==> config.mk <==
export PLATFORM = sky130hd
export DESIGN_NAME = baud_frac_tick
export DESIGN_NICKNAME = d
export VERILOG_FILES = /design/src/rtl/baud_frac_tick.sv
export SDC_FILE = /design/constraint.sdc
export NUM_CORES = 1
export LEC_CHECK = 0
export BUFFER_PORTS_ARGS = -buffer_cell sky130_fd_sc_hd__buf_4
export CAP_MARGIN = 5
export CORE_MARGIN = 2
export CORE_UTILIZATION = 46
export CTS_BUF_LIST = sky130_fd_sc_hd__clkbuf_8
export DETAILED_ROUTE_END_ITERATION = 8
export PLACE_DENSITY_LB_ADDON = 0.25
export SETUP_SLACK_MARGIN = 0.2
export SKIP_LAST_GASP = 1
export SLEW_MARGIN = 5
export SYNTH_ARGS = -nofsm -noshare
export SYNTH_HDL_FRONTEND = slang
export SYNTH_SLANG_ARGS = --single-unit
==> constraint.sdc <==
create_clock -name clk -period 2.6 [get_ports clk]
set_input_delay 0.52 -clock clk [delete_from_list [all_inputs] [get_ports clk]]
set_output_delay 0.52 -clock clk [all_outputs]
set_load 0.02 [all_outputs]
==> src/rtl/baud_frac_tick.sv <==
module baud_frac_tick #(
  parameter int INT_W   = 16,
  parameter int FRAC_W  = 6,
  parameter int WDATA_W = 32
) (
  input  logic               clk,
  input  logic               rst_n,
  input  logic               en,
  input  logic [WDATA_W-1:0] wdata,
  input  logic               int_we,
  input  logic               frac_we,
  output logic               tick
);
  localparam int LAST_W = INT_W + 1;

  logic [INT_W-1:0]  int_q;
  logic [FRAC_W-1:0] frac_q;
  logic [FRAC_W-1:0] acc_q;
  logic              stretch_q;
  logic [INT_W-1:0]  cnt_q;

  wire unused_hi = ^wdata[WDATA_W-1:INT_W];

  wire restart = int_we | frac_we;
  wire running = en && (int_q != '0);

  wire [LAST_W-1:0] last   = {1'b0, int_q} + {{INT_W{1'b0}}, stretch_q} - LAST_W'(1);
  wire              at_end = ({1'b0, cnt_q} == last);
  wire [FRAC_W:0]   acc_sum = {1'b0, acc_q} + {1'b0, frac_q};

  assign tick = running && !restart && at_end;

  always_ff @(posedge clk) begin
    if (!rst_n) begin
      int_q     <= '0;
      frac_q    <= '0;
      acc_q     <= '0;
      stretch_q <= 1'b0;
      cnt_q     <= '0;
    end else begin
      if (int_we)  int_q  <= wdata[INT_W-1:0];
      if (frac_we) frac_q <= wdata[FRAC_W-1:0];
      if (restart || !running) begin
        cnt_q     <= '0;
        acc_q     <= '0;
        stretch_q <= 1'b0;
      end else if (at_end) begin
        cnt_q     <= '0;
        acc_q     <= acc_sum[FRAC_W-1:0];
        stretch_q <= acc_sum[FRAC_W];
      end else begin
        cnt_q <= cnt_q + INT_W'(1);
      end
    end
  end


  no_tick_zero_chk: assert property (@(posedge clk) disable iff (!rst_n)
    (int_q == '0) |-> !tick);


  idle_quiet_chk: assert property (@(posedge clk) disable iff (!rst_n)
    !en |-> !tick);


  tick_gap_chk: assert property (@(posedge clk) disable iff (!rst_n)
    (tick && int_q > INT_W'(1) && en) |=> !tick);


  cnt_bound_chk: assert property (@(posedge clk) disable iff (!rst_n)
    running |-> ({1'b0, cnt_q} <= last));


  restart_clear_chk: assert property (@(posedge clk) disable iff (!rst_n)
    restart |=> (cnt_q == '0 && acc_q == '0 && !stretch_q));


  every_cycle_chk: assert property (@(posedge clk) disable iff (!rst_n)
    (tick && int_q == INT_W'(1) && frac_q == '0 && en && !restart) |=> (tick || !en || restart));
endmodule

==> results.md <==
- The minimum clock period is approximately 3.1 ns.
- The number of warnings issued by yosys is 0.
- The run finished, with violations left.
- The class of the tightest hold or removal check is in -> reg.
- The total setup violations reported at the end of the flow is 23.
- In this run the deepest clock path goes through 2 buffers.
- The vias after detailed routing is 2,096.
- Of the total power, the clock network draws between 30 and 40%.
- Cells with a size suffix above 1 make up a little under a third of the layout.
- The routability congestion estimate from global placement is about 0.76.
- The wire length per cell after detailed routing is ~13 um.
- The multiplexer area fraction after synthesis is 11.7%.
- Along the worst hold path, the cell count comes to 3.
- The relative area change from synthesis to final layout is 35.1%.
- The H-tree depth is 2.
- For the final routed database, the setup TNS stands at -7.25 ns.
- After layout, the worst path uses 119% of the clock period.
- In this run the power density over the cells is between 500 and 600 mW/mm^2.
- The internal power summed over all cells is about 1.3 mW.
- The remaining max-slew budget at the tightest pin is 67.0%.
- Setup repair after global routing could not meet its margin everywhere.
- The number of antenna diodes is 0.
- The worst setup timing slack at the placement stage is -0.169 ns.
- For the worst setup path, the data required time is about 2.1 ns.
- Of the post-synthesis cell area, the dominant cell type holds a little over a third.
- The number of clock buffers added by TritonCTS is 5.
- For this design the static power due to leakage is roughly 1.4 nW.
- Summing the areas of all compound-gate instances in the mapped netlist gives under 10% of the synthesized area.
- Synthesis produced a netlist whose cell count is 286.
- The most frequently used flop master after synthesis is sky130_fd_sc_hd__dfxtp_1.
- For this run, the share of the core covered by cells in the final layout is 64.9%.
- The fraction of power spent switching nets is approximately a quarter.
- The count of flip-flops with a built-in enable after synthesis is 0.
- The wire length of the first global-routing pass is between 8 and 9 mm.
- The data arrival time at the worst-slack endpoint is roughly 2.6 ns.
- The async set or reset register ratio after synthesis is 0%.
- Across the run, the number of max-cap violations was 0.
- The final instance area is ~0.0034 mm^2.
- The most area-hungry cell type in the Yosys netlist is sky130_fd_sc_hd__dfxtp_1.
- The worst reg2reg path depth is 17.
- Summing every instance area after synthesis gives around 0.0025 mm^2.
- The number of nets in the layout is between 300 and 400.
- The routed wire length is 5.53 mm.
- In this run the power spent charging and discharging nets is 401 uW.
- The placeable core region is roughly 0.0052 mm^2.
- The initial antenna violation count came to 0.
- The worst setup path is of the reg -> out kind.
- Between clock sinks in the finished design, the worst skew comes to 0.00663 ns.
- The most common cell in the netlist is sky130_fd_sc_hd__nor2_1.
- The worst path setup slack after routing is -0.484 ns.
- The clock tree root driver cell is sky130_fd_sc_hd__clkbuf_8.
- The main combinational cell family by area after synthesis is simple AND/OR/NAND/NOR gates.
- Averaged over all synthesized cells, the footprint is between 8 and 9 um^2.
- The count of unresolved DRC violations after routing is 0.
- The sink count of the clock tree is 45.
- TritonCTS built the clock tree.
- The checks that failed: setup timing.
- The via count of the first global-routing pass is 2,020.
- The maximum number of pins on one net before global-route repair is 18.
- The per-cell via count in the routed design is 5.06.
- Ranked by instance count, the synthesized netlist is headed by 49 x sky130_fd_sc_hd__nor2_1, 45 x sky130_fd_sc_hd__dfxtp_1, 29 x sky130_fd_sc_hd__mux2i_1, 25 x sky130_fd_sc_hd__xnor2_1, 23 x sky130_fd_sc_hd__nand2_1.
- Across the VDD grid, the largest voltage drop is around 360 uV.
- The synthesized netlist devotes roughly 14% of its cell area to XOR and XNOR gates.
- After clock tree synthesis, the clock-pin slew on the worst setup and hold paths is 0.08 ns.
- Once placement finished, the instance area stood at 0.00292 mm^2.
- The latest clock arrival within the worst-skew pair is around 0.30 ns.
- Counting distinct cell types in the post-synthesis netlist gives 44.
- The number of pins exceeding their max-slew limit in the final report is 0.
- At the pin with the least slew margin, the transition time is slightly below 0.5 ns.
- The worst hold slack is roughly 0.45 ns.
- The floorplan step set the die height to between 70 and 80 um.
- Derived from the worst setup path, the maximum achievable clock frequency is around 0.32 GHz.
- The basic-gate share of the synthesized area counting and, or, nand and nor cells is a little over a fifth.
- The cell row count is 26.
- Detailed placement ended at an HPWL of around 3.9 mm.
- In this run, post-CTS hold repair placed 0 buffers.
- Along the worst path, the maximum fanout reaches 5.
- The number of detailed-route iterations in the first pass is 4.
- The overall power consumption is between 1.5 and 2 mW.
- The number of violations reported at the end of detailed-routing iteration 0 is 75.
- Across every metal layer, demand over resource in global routing totals 18.6%.
- The portion of total power attributed to combinational logic is ~20%.
- Sequential cells burn between 40% and 50% of the power.
- Synthesis produced a netlist with a net count of 333.
- For this run, the number of standard cells in the final layout without fillers is approximately 410.
- The number of fill cells is 390.
- The count of input and output buffers is 21.
- The share of synthesized area occupied by flip-flops and latches is between 30% and 40%.
- Summed over all layers, the global routing overflow is 0.
- Synthesis inferred 45 register bits.
- The die width is around 77 um.
- The count of antenna-violating nets left after detailed routing is 0.
- The number of cells after detailed placement is roughly 390.
- The final number of hold-violating endpoints is 0.
- The area of the die is around 0.006 mm^2.
- The synthesized netlist devotes 5.34% of its cell area to adder and majority cells.
- Pin placement for this block handled 38 I/O pins.
- Once the floorplan was initialized, standard cells occupied roughly 48% of the core.
- STA classifies the critical path startpoint as a register.
- In the post-synthesis netlist, the biggest area contributors are sky130_fd_sc_hd__dfxtp_1 36%, sky130_fd_sc_hd__mux2i_1 12%, sky130_fd_sc_hd__xnor2_1 8.8%.
- The type of destination of the critical path is a primary output.
## worst max-delay path: stages, from the launching register on
cell                      delay, ns
sky130_fd_sc_hd__dfxtp_2       0.33
sky130_fd_sc_hd__inv_2         0.07
sky130_fd_sc_hd__ha_4          0.16
sky130_fd_sc_hd__ha_4          0.16
sky130_fd_sc_hd__nor3b_4       0.20
sky130_fd_sc_hd__and2_4        0.19
sky130_fd_sc_hd__nand2_2       0.06
sky130_fd_sc_hd__xnor2_1       0.14
sky130_fd_sc_hd__a211o_1       0.32
sky130_fd_sc_hd__or3b_4        0.40
sky130_fd_sc_hd__nor2_4        0.10
sky130_fd_sc_hd__buf_6         0.12
## what timing repair did
action | 4_1_cts | 5_1_grt
pin swaps | 6 | 19
resized for setup | 7 | 37
setup endpoints to repair | 1 | 24
endpoints found under the hold margin | 0 | 0
setup buffers | 11 | 5
gates cloned | 0 | 1
## placed cells by master (no fill, tap or decap), drive strengths merged, types with 2 or more instances in the layout
cell	n
buf	61
nor2	51
dfxtp	45
mux2i	29
xnor2	25
nand2	23
xor2	16
inv	12
nand3	10
ha	9
a21oi	6
o21ai	6
nand4	5
clkbuf	5
nor3	5
or3	2
a21o	2
nand4b	2
nand2b	2
o21bai	2
bufinv	2
or4	2
nor4	2
a221oi	2
nor3b	2
## power by group through the flow
stage / clock [mW] / combinational, mW / sequential, mW
finish: 0.619 / 0.328 / 0.734
global route: 0.667 / 0.357 / 0.738
CTS: 0.636 / 0.298 / 0.731
detailed placement: 0 / 0.263 / 0.745
global placement: 0 / 0.259 / 0.745
floorplan: 0 / 0.169 / 0.743
## kinds of logic (layout without fill, tap and decap cells)
family	Yosys count	in the layout
compound gates	25	25
xor+xnor	41	41
fa+ha+maj	10	10
buf+inv	23	81
flops	45	45
mux	29	29
simple gates	113	113
## worst paths after layout
kind | start | endpoint | slack (ns)
worst min-delay path | wdata[9] | int_q[9] | 0.45
worst min register to register | acc_q[4] | acc_q[4] | 0.47
worst max-delay path | int_q[0] | tick | -0.48
worst max register to register | int_q[5] | cnt_q[10] | -0.35
## area by class of cell
type                    count  area (um^2)  share of cell area (%)
clock inverters             3         65.1                    1.94
well taps                  70         87.6                    2.61
flip-flops and latches     45          907                    27.0
inverters                  12         45.0                    1.34
multi-input cells         218         1670                    49.9
repair buffers             61          508                    15.1
clock buffers               5         68.8                    2.05
## state kept, by name (all words and copies together) (netlist names)
register	flops
stretch_q	1
acc_q	6
frac_q	6
cnt_q	16
int_q	16
## routing by layer
metal	wire length, um	vias to the layer above	GRT usage [%]
li1	-	1080	-
met1	2420	980	22.0
met2	2830	24	32.7
met3	147	12	3.95
met4	136	0	7.50
met5	0	-	0
No activity file was read; power rests on OpenSTA's default activity.
